<file path="src/rtl/pgsel_pkg.sv">
package pgsel_pkg;

    // Geometry of the register; field positions are decoded by software.
    localparam int REG_W      = 8;
    localparam int PAGE_W     = 3;
    localparam int SLOT_N     = 4;
    localparam int SLOT_SEL_W = $clog2(SLOT_N);
    localparam int OPC_W      = 2;
    localparam int PAGE_LSB   = 0;
    localparam int SEL_LSB    = 4;
    localparam int OPC_LSB    = 6;

    // Command code carried in the top bits of a write
    typedef enum logic [OPC_W-1:0] {
        OPC_LOAD_A = 2'b00,
        OPC_LOAD_B = 2'b01,
        OPC_PUSH   = 2'b10,
        OPC_POP    = 2'b11
    } opc_e;

    // Internal action after decoding
    typedef enum logic [1:0] {
        ACT_IDLE,
        ACT_LOAD,
        ACT_PUSH,
        ACT_POP
    } act_e;

    typedef struct packed {
        act_e                  act;
        logic [SLOT_SEL_W-1:0] slot;
        logic [PAGE_W-1:0]     page;
    } cmd_t;

    function automatic cmd_t decode_cmd(input logic wr, input logic [REG_W-1:0] d);
        cmd_t c;
        c.slot = d[SEL_LSB +: SLOT_SEL_W];
        c.page = d[PAGE_LSB +: PAGE_W];
        c.act  = ACT_IDLE;
        if (wr) begin
            case (opc_e'(d[OPC_LSB +: OPC_W]))
                OPC_PUSH: c.act = ACT_PUSH;
                OPC_POP:  c.act = ACT_POP;
                default:  c.act = ACT_LOAD;
            endcase
        end
        return c;
    endfunction

    // Readback: page in the low bits, everything else zero
    function automatic logic [REG_W-1:0] format_read(input logic [PAGE_W-1:0] p);
        logic [REG_W-1:0] r;
        r = '0;
        r[PAGE_LSB +: PAGE_W] = p;
        return r;
    endfunction

endpackage

</file>
<file path="src/rtl/pgsel_decode.sv">
module pgsel_decode
    import pgsel_pkg::*;
(
    input  logic             wr_en,
    input  logic [REG_W-1:0] wdata,
    output cmd_t             cmd
);

    always_comb begin
        cmd = decode_cmd(wr_en, wdata);
    end

endmodule

</file>
<file path="src/rtl/pgsel_slots.sv">
module pgsel_slots #(
    parameter int N_SLOTS = 4,
    parameter int WIDTH   = 3,
    localparam int SEL_W  = $clog2(N_SLOTS)
) (
    input  logic             clk,
    input  logic             rst,
    input  logic             push_en,
    input  logic [SEL_W-1:0] sel,
    input  logic [WIDTH-1:0] push_val,
    output logic [WIDTH-1:0] pop_val
);

    logic [WIDTH-1:0] slot_q [N_SLOTS];

    for (genvar i = 0; i < N_SLOTS; i++) begin : g_slot
        always_ff @(posedge clk) begin
            if (rst) begin
                slot_q[i] <= '0;
            end else if (push_en && (sel == SEL_W'(i))) begin
                slot_q[i] <= push_val;
            end
        end
    end

    always_comb begin
        pop_val = slot_q[sel];
    end

endmodule

</file>
<file path="src/rtl/pgsel_reg.sv">
module pgsel_reg
    import pgsel_pkg::*;
(
    input  logic              clk,
    input  logic              rst,
    input  logic              wr_en,
    input  logic              rd_en,
    input  logic [7:0]        wdata,
    output logic [7:0]        rdata,
    output logic [2:0]        page_out
);

    cmd_t              cmd;
    logic [PAGE_W-1:0] page_q;
    logic [PAGE_W-1:0] page_d;
    logic [PAGE_W-1:0] slot_val;
    logic              push_en;

    pgsel_decode u_dec (
        .wr_en (wr_en),
        .wdata (wdata),
        .cmd   (cmd)
    );

    assign push_en = (cmd.act == ACT_PUSH);

    pgsel_slots #(
        .N_SLOTS (SLOT_N),
        .WIDTH   (PAGE_W)
    ) u_slots (
        .clk      (clk),
        .rst      (rst),
        .push_en  (push_en),
        .sel      (cmd.slot),
        .push_val (page_q),
        .pop_val  (slot_val)
    );

    always_comb begin
        unique case (cmd.act)
            ACT_LOAD, ACT_PUSH: page_d = cmd.page;
            ACT_POP:            page_d = slot_val;
            default:            page_d = page_q;
        endcase
    end

    always_ff @(posedge clk) begin
        if (rst) begin
            page_q <= '0;
        end else begin
            page_q <= page_d;
        end
    end

    assign page_out = page_q;
    assign rdata    = rd_en ? format_read(page_q) : '0;

endmodule

</file>
<file path="config.mk">
export PLATFORM = sky130hd
export DESIGN_NAME = pgsel_reg
export DESIGN_NICKNAME = d
export VERILOG_FILES = /design/src/rtl/pgsel_pkg.sv /design/src/rtl/pgsel_decode.sv /design/src/rtl/pgsel_slots.sv /design/src/rtl/pgsel_reg.sv
export SDC_FILE = /design/constraint.sdc
export NUM_CORES = 1
export LEC_CHECK = 0
export ABC_AREA = 1
export BUFFER_PORTS_ARGS = -buffer_cell sky130_fd_sc_hd__buf_2
export CORE_AREA = 2 2 48 50
export DETAILED_ROUTE_END_ITERATION = 8
export DIE_AREA = 0 0 50 52
export GPL_TIMING_DRIVEN = 0
export PLACE_DENSITY = 0.7
export SYNTH_ARGS = -nofsm -noshare
export SYNTH_HDL_FRONTEND = slang
export SYNTH_HIERARCHICAL = 1
export SYNTH_SLANG_ARGS = --single-unit
export TNS_END_PERCENT = 30
</file>
<file path="constraint.sdc">
create_clock -name clk -period 1.3 [get_ports clk]
set_input_delay 0.26 -clock clk [delete_from_list [all_inputs] [get_ports clk]]
set_output_delay 0.26 -clock clk [all_outputs]
set_load 0.1 [all_outputs]
</file>
==> implementation parameters <==
Parameter                              Value

Run status
  Result of the run ... finished clean

Critical path
  Worst Path Required ... 1.04 ns
  Path depth of the worst reg2reg path ... 8
  Stages on worst setup path ... 3
  Worst reg2reg startpoint ... u_slots/slot_q[0][0]$_SDFFCE_PN0P_
  Dominant delay contributor by cell family on the critical path ... flip-flops
  Worst path bufs/invs ... 2
  Delay of the slowest critical-path stage ... 0.36 ns
  R2R Setup Slk ... 0.36 ns
  Terminus of the critical flop-to-flop path ... page_out[0]$_SDFFE_PP0P_
  Critical setup path kind ... flip-flop to output port
  Cell with the biggest individual delay on the critical path ... dfxtp_4
  Crit path cell chain ... nand2_1, clkinvlp_4, buf_8
  Worst Setup Start Kind ... flip-flop
  Maximum fanout along the worst path ... 4
  Worst endpoint data arrival time ... 1.02 ns
  Kind of end point of the critical path ... output port

Synthesis
  Simple-gate share of the synthesized area ... 32.9%
  Sequential cell area fraction in the yosys report ... 46.9%
  Synth Area per Inst ... 7.54 sq um
  Share of the synthesized area in compound gates (AO/OA/AOI/OAI) ... 2.65%
  Combinational family with the most area after synthesis ... simple AND/OR/NAND/NOR gates
  Number of warning messages in the yosys log ... 6
  Yosys cell types ... 16
  Xor-xnor portion of the synthesized cell area ... 0%
  Summed instance area of the synthesized netlist ... 897 sq um
  Adder-cell area share of the yosys netlist ... 0%
  Cells after Synth ... 119
  Synth Register Bits ... 15
  Fraction of synthesized area in multiplexers ... 0%

STA
  Final period util ... 98.8%
  RSZ-0062 raised after global routing ... yes
  Min Clock Period, post-route ... 1.28 ns
  Count of final hold-check violations ... 0
  Number of setup violations in the final report ... 0
  Number of max-slew violations in the final report ... 0
  Peak clock frequency supported by timing ... 0.779 GHz
  Worst Skew ... 0.00520 ns

Hold path
  Number of instances on the worst hold path ... 3
  HP Class ... input pin to flip-flop
  Beginning of the worst hold path ... wdata[0]
  Hold worst-path end ... page_out[0]$_SDFFE_PP0P_

Global routing
  Busiest metal layer after global routing ... met2
  Initial antenna violation count ... 0
  Met2 track utilization from global routing ... 25.0%
  Via count of the first global-routing pass ... 638
  Largest net degree at the start of global routing ... 11
  GR Util met3 ... 3.45%
  Met1 Usage GRT ... 16.2%
  Congestion Overflow GR ... 0
  Wire length of the first global-routing pass ... 2660 microns
  Total track usage ... 14.3%

Detailed routing
  Residual DRC count ... 0
  First-pass detailed-route iteration total ... 4
  Total Wirelength ... 1710 microns
  WL/cell ... 10.3 microns
  Remaining number of nets flagged by the antenna check after routing ... 0
  Detailed router's first-iteration violation count ... 19
  Detailed-route vias per instance ... 4.57
  Total vias in the final route ... 759

CTS
  Number of buffers on the longest clock path ... 2
  Clock-pin transition on the worst setup and hold timing paths ... 0.09 ns
  Number of clock buffers inserted by TritonCTS ... 3
  Deepest level of the CTS H-tree ... 1
  Number of buffers inserted by hold repair at cts ... 0
  CTS Root Cell ... clkbuf_4
  Clk_lat worst skew ... 0.28 ns
  TritonCTS clock tree ... done
  Num Clock Sinks ... 15

Die
  CORE AREA ... 2110 sq um
  Ports placed on the boundary ... 23
  Vertical die dimension ... 52 microns
  Row Count ... 17
  Die Footprint ... 2600 sq um
  Starting density of the core ... 42.6%
  Chip Width ... 50 microns

Placed design
  Final estimated routing congestion in global placement ... 0.746
  Placed standard-cell area ... 1020 sq um
  HPWL reported at the end of detailed placement ... 1330 microns
  Buffers added on ports ... 11
  Number of placed cells counting well taps ... 162

Flow run
  Count of max-cap constraint violations ... 0

Layout
  Area taken by multi-input logic gates ... 343 sq um
  Filler cell count ... 212
  Area occupied by registers ... 432 sq um
  Fraction of final layout cells with drive strength greater than 1 ... 27.5%
  Area delta synth->final ... 21.5%
  Non-filler instance count after layout ... 166
  Post-layout net count ... 151
  Final instance area ... 1090 sq um
  Antenna diode instance count ... 0

Power
  Worst IR Drop VDD ... 0.000741 V
  Power per cell area ... 1030 nW/um^2
  Leakage component of the power ... 0.502 nW
worst register-to-register path, stage by stage (launching register included):
cell      delay, ns
edfxtp_1       0.38
nand2_1        0.08
nand2_1        0.05
nand2_1        0.06
nand2_1        0.05
nand3_1        0.07
nand2_1        0.06
inv_1          0.04
a21oi_1        0.05
state kept, by name, indices dropped and copies added (netlist names):
name	count
u_slots/slot_q	12
page_out	3
cells in the mapped netlist:
cell type  number  area (sq um)
nor2_1          8          30.0
edfxtp_1       12           360
nand3_2         2          20.0
nor2_2          1          6.26
conb_1          1          3.75
buf_6           1          11.3
a21oi_2         1          8.76
nor3_1          6          30.0
inv_1          16          60.1
clkinv_1        1          3.75
buf_4          10          75.1
nand2_1        45           169
nand3_1         8          40.0
inv_2           1          3.75
a21oi_1         3          15.0
dfxtp_1         3          60.1
power by group:
group          switching (mW)  internal [mW]
registers              0.0123          0.538
logic                   0.238         0.0755
clock network           0.141          0.119
total                   0.391          0.733
per-layer routing:
metal  up-vias  wire length [microns]  part of all wire, %
met4         0                     14                 0.82
met3         2                     98                  5.7
met1       338                    715                   42
met5         -                      0                    0
met2        23                    880                   51
li1        396                      -                    -
cells in the final DEF, fill, tap and decap left out, drive strengths merged:
| cell type | instances |
|---|---|
| edfxtp | 12 |
| nor3 | 6 |
| inv | 14 |
| buf | 22 |
| clkinvlp | 3 |
| conb | 5 |
| dfxtp | 3 |
| clkinv | 1 |
| clkbuf | 4 |
| nor2 | 9 |
| nand2 | 45 |
| nand3 | 10 |
| a21oi | 4 |
cells by family after synthesis:
family,Yosys count
simple gates,70
buf+inv,29
other cells,1
compound gates,4
flops,15
through the flow:
step / setup TNS [ns] / hold slack, ns / util (%) / power [mW] / worst slack (ns)
3_3_place_gp: -4.00 / 0.535 / 48.7 / 0.855 / -0.269
4_1_cts: 0 / 0.234 / 51.3 / 1.13 / 0.00920
6_report: 0 / 0.241 / 51.8 / 1.12 / 0.0158
2_1_floorplan: -0.0208 / 0.319 / - / 0.812 / -0.00347
5_1_grt: -0.0305 / 0.253 / 51.8 / 1.17 / -0.0160
3_5_place_dp: -5.41 / 0.540 / 48.7 / 0.859 / -0.324
cell type report:
type	instances	area share (%)
multi-input cells	79	31.5
repair buffers	11	8.15
plain buffers	11	7.92
clock buffers	4	2.41
inverters	18	7.23
well taps	28	3.21
flip-flops and latches	15	39.6
timing repair:
| action | CTS | global route |
|---|---|---|
| setup buffers | 0 | 0 |
| endpoints found under the hold margin | 0 | 0 |
| gates resized for setup | 10 | 3 |
| endpoints found under the setup margin | 11 | 3 |
| pin swaps | 0 | 0 |
worst max-delay path by stage:
stage | startpoint | end | slack [ns]
after floorplan | wdata[7] | u_slots/slot_q[1][0]$_SDFFCE_PN0P_ | -0.003
after global placement | wdata[7] | u_slots/slot_q[1][1]$_SDFFCE_PN0P_ | -0.27
after detailed placement | wdata[7] | u_slots/slot_q[1][0]$_SDFFCE_PN0P_ | -0.32
after CTS | page_out[0]$_SDFFE_PP0P_ | rdata[0] | 0.009
after global routing | page_out[1]$_SDFFE_PP0P_ | rdata[1] | -0.02
final | page_out[0]$_SDFFE_PP0P_ | rdata[0] | 0.02
(Power assumes the default switching activity.)
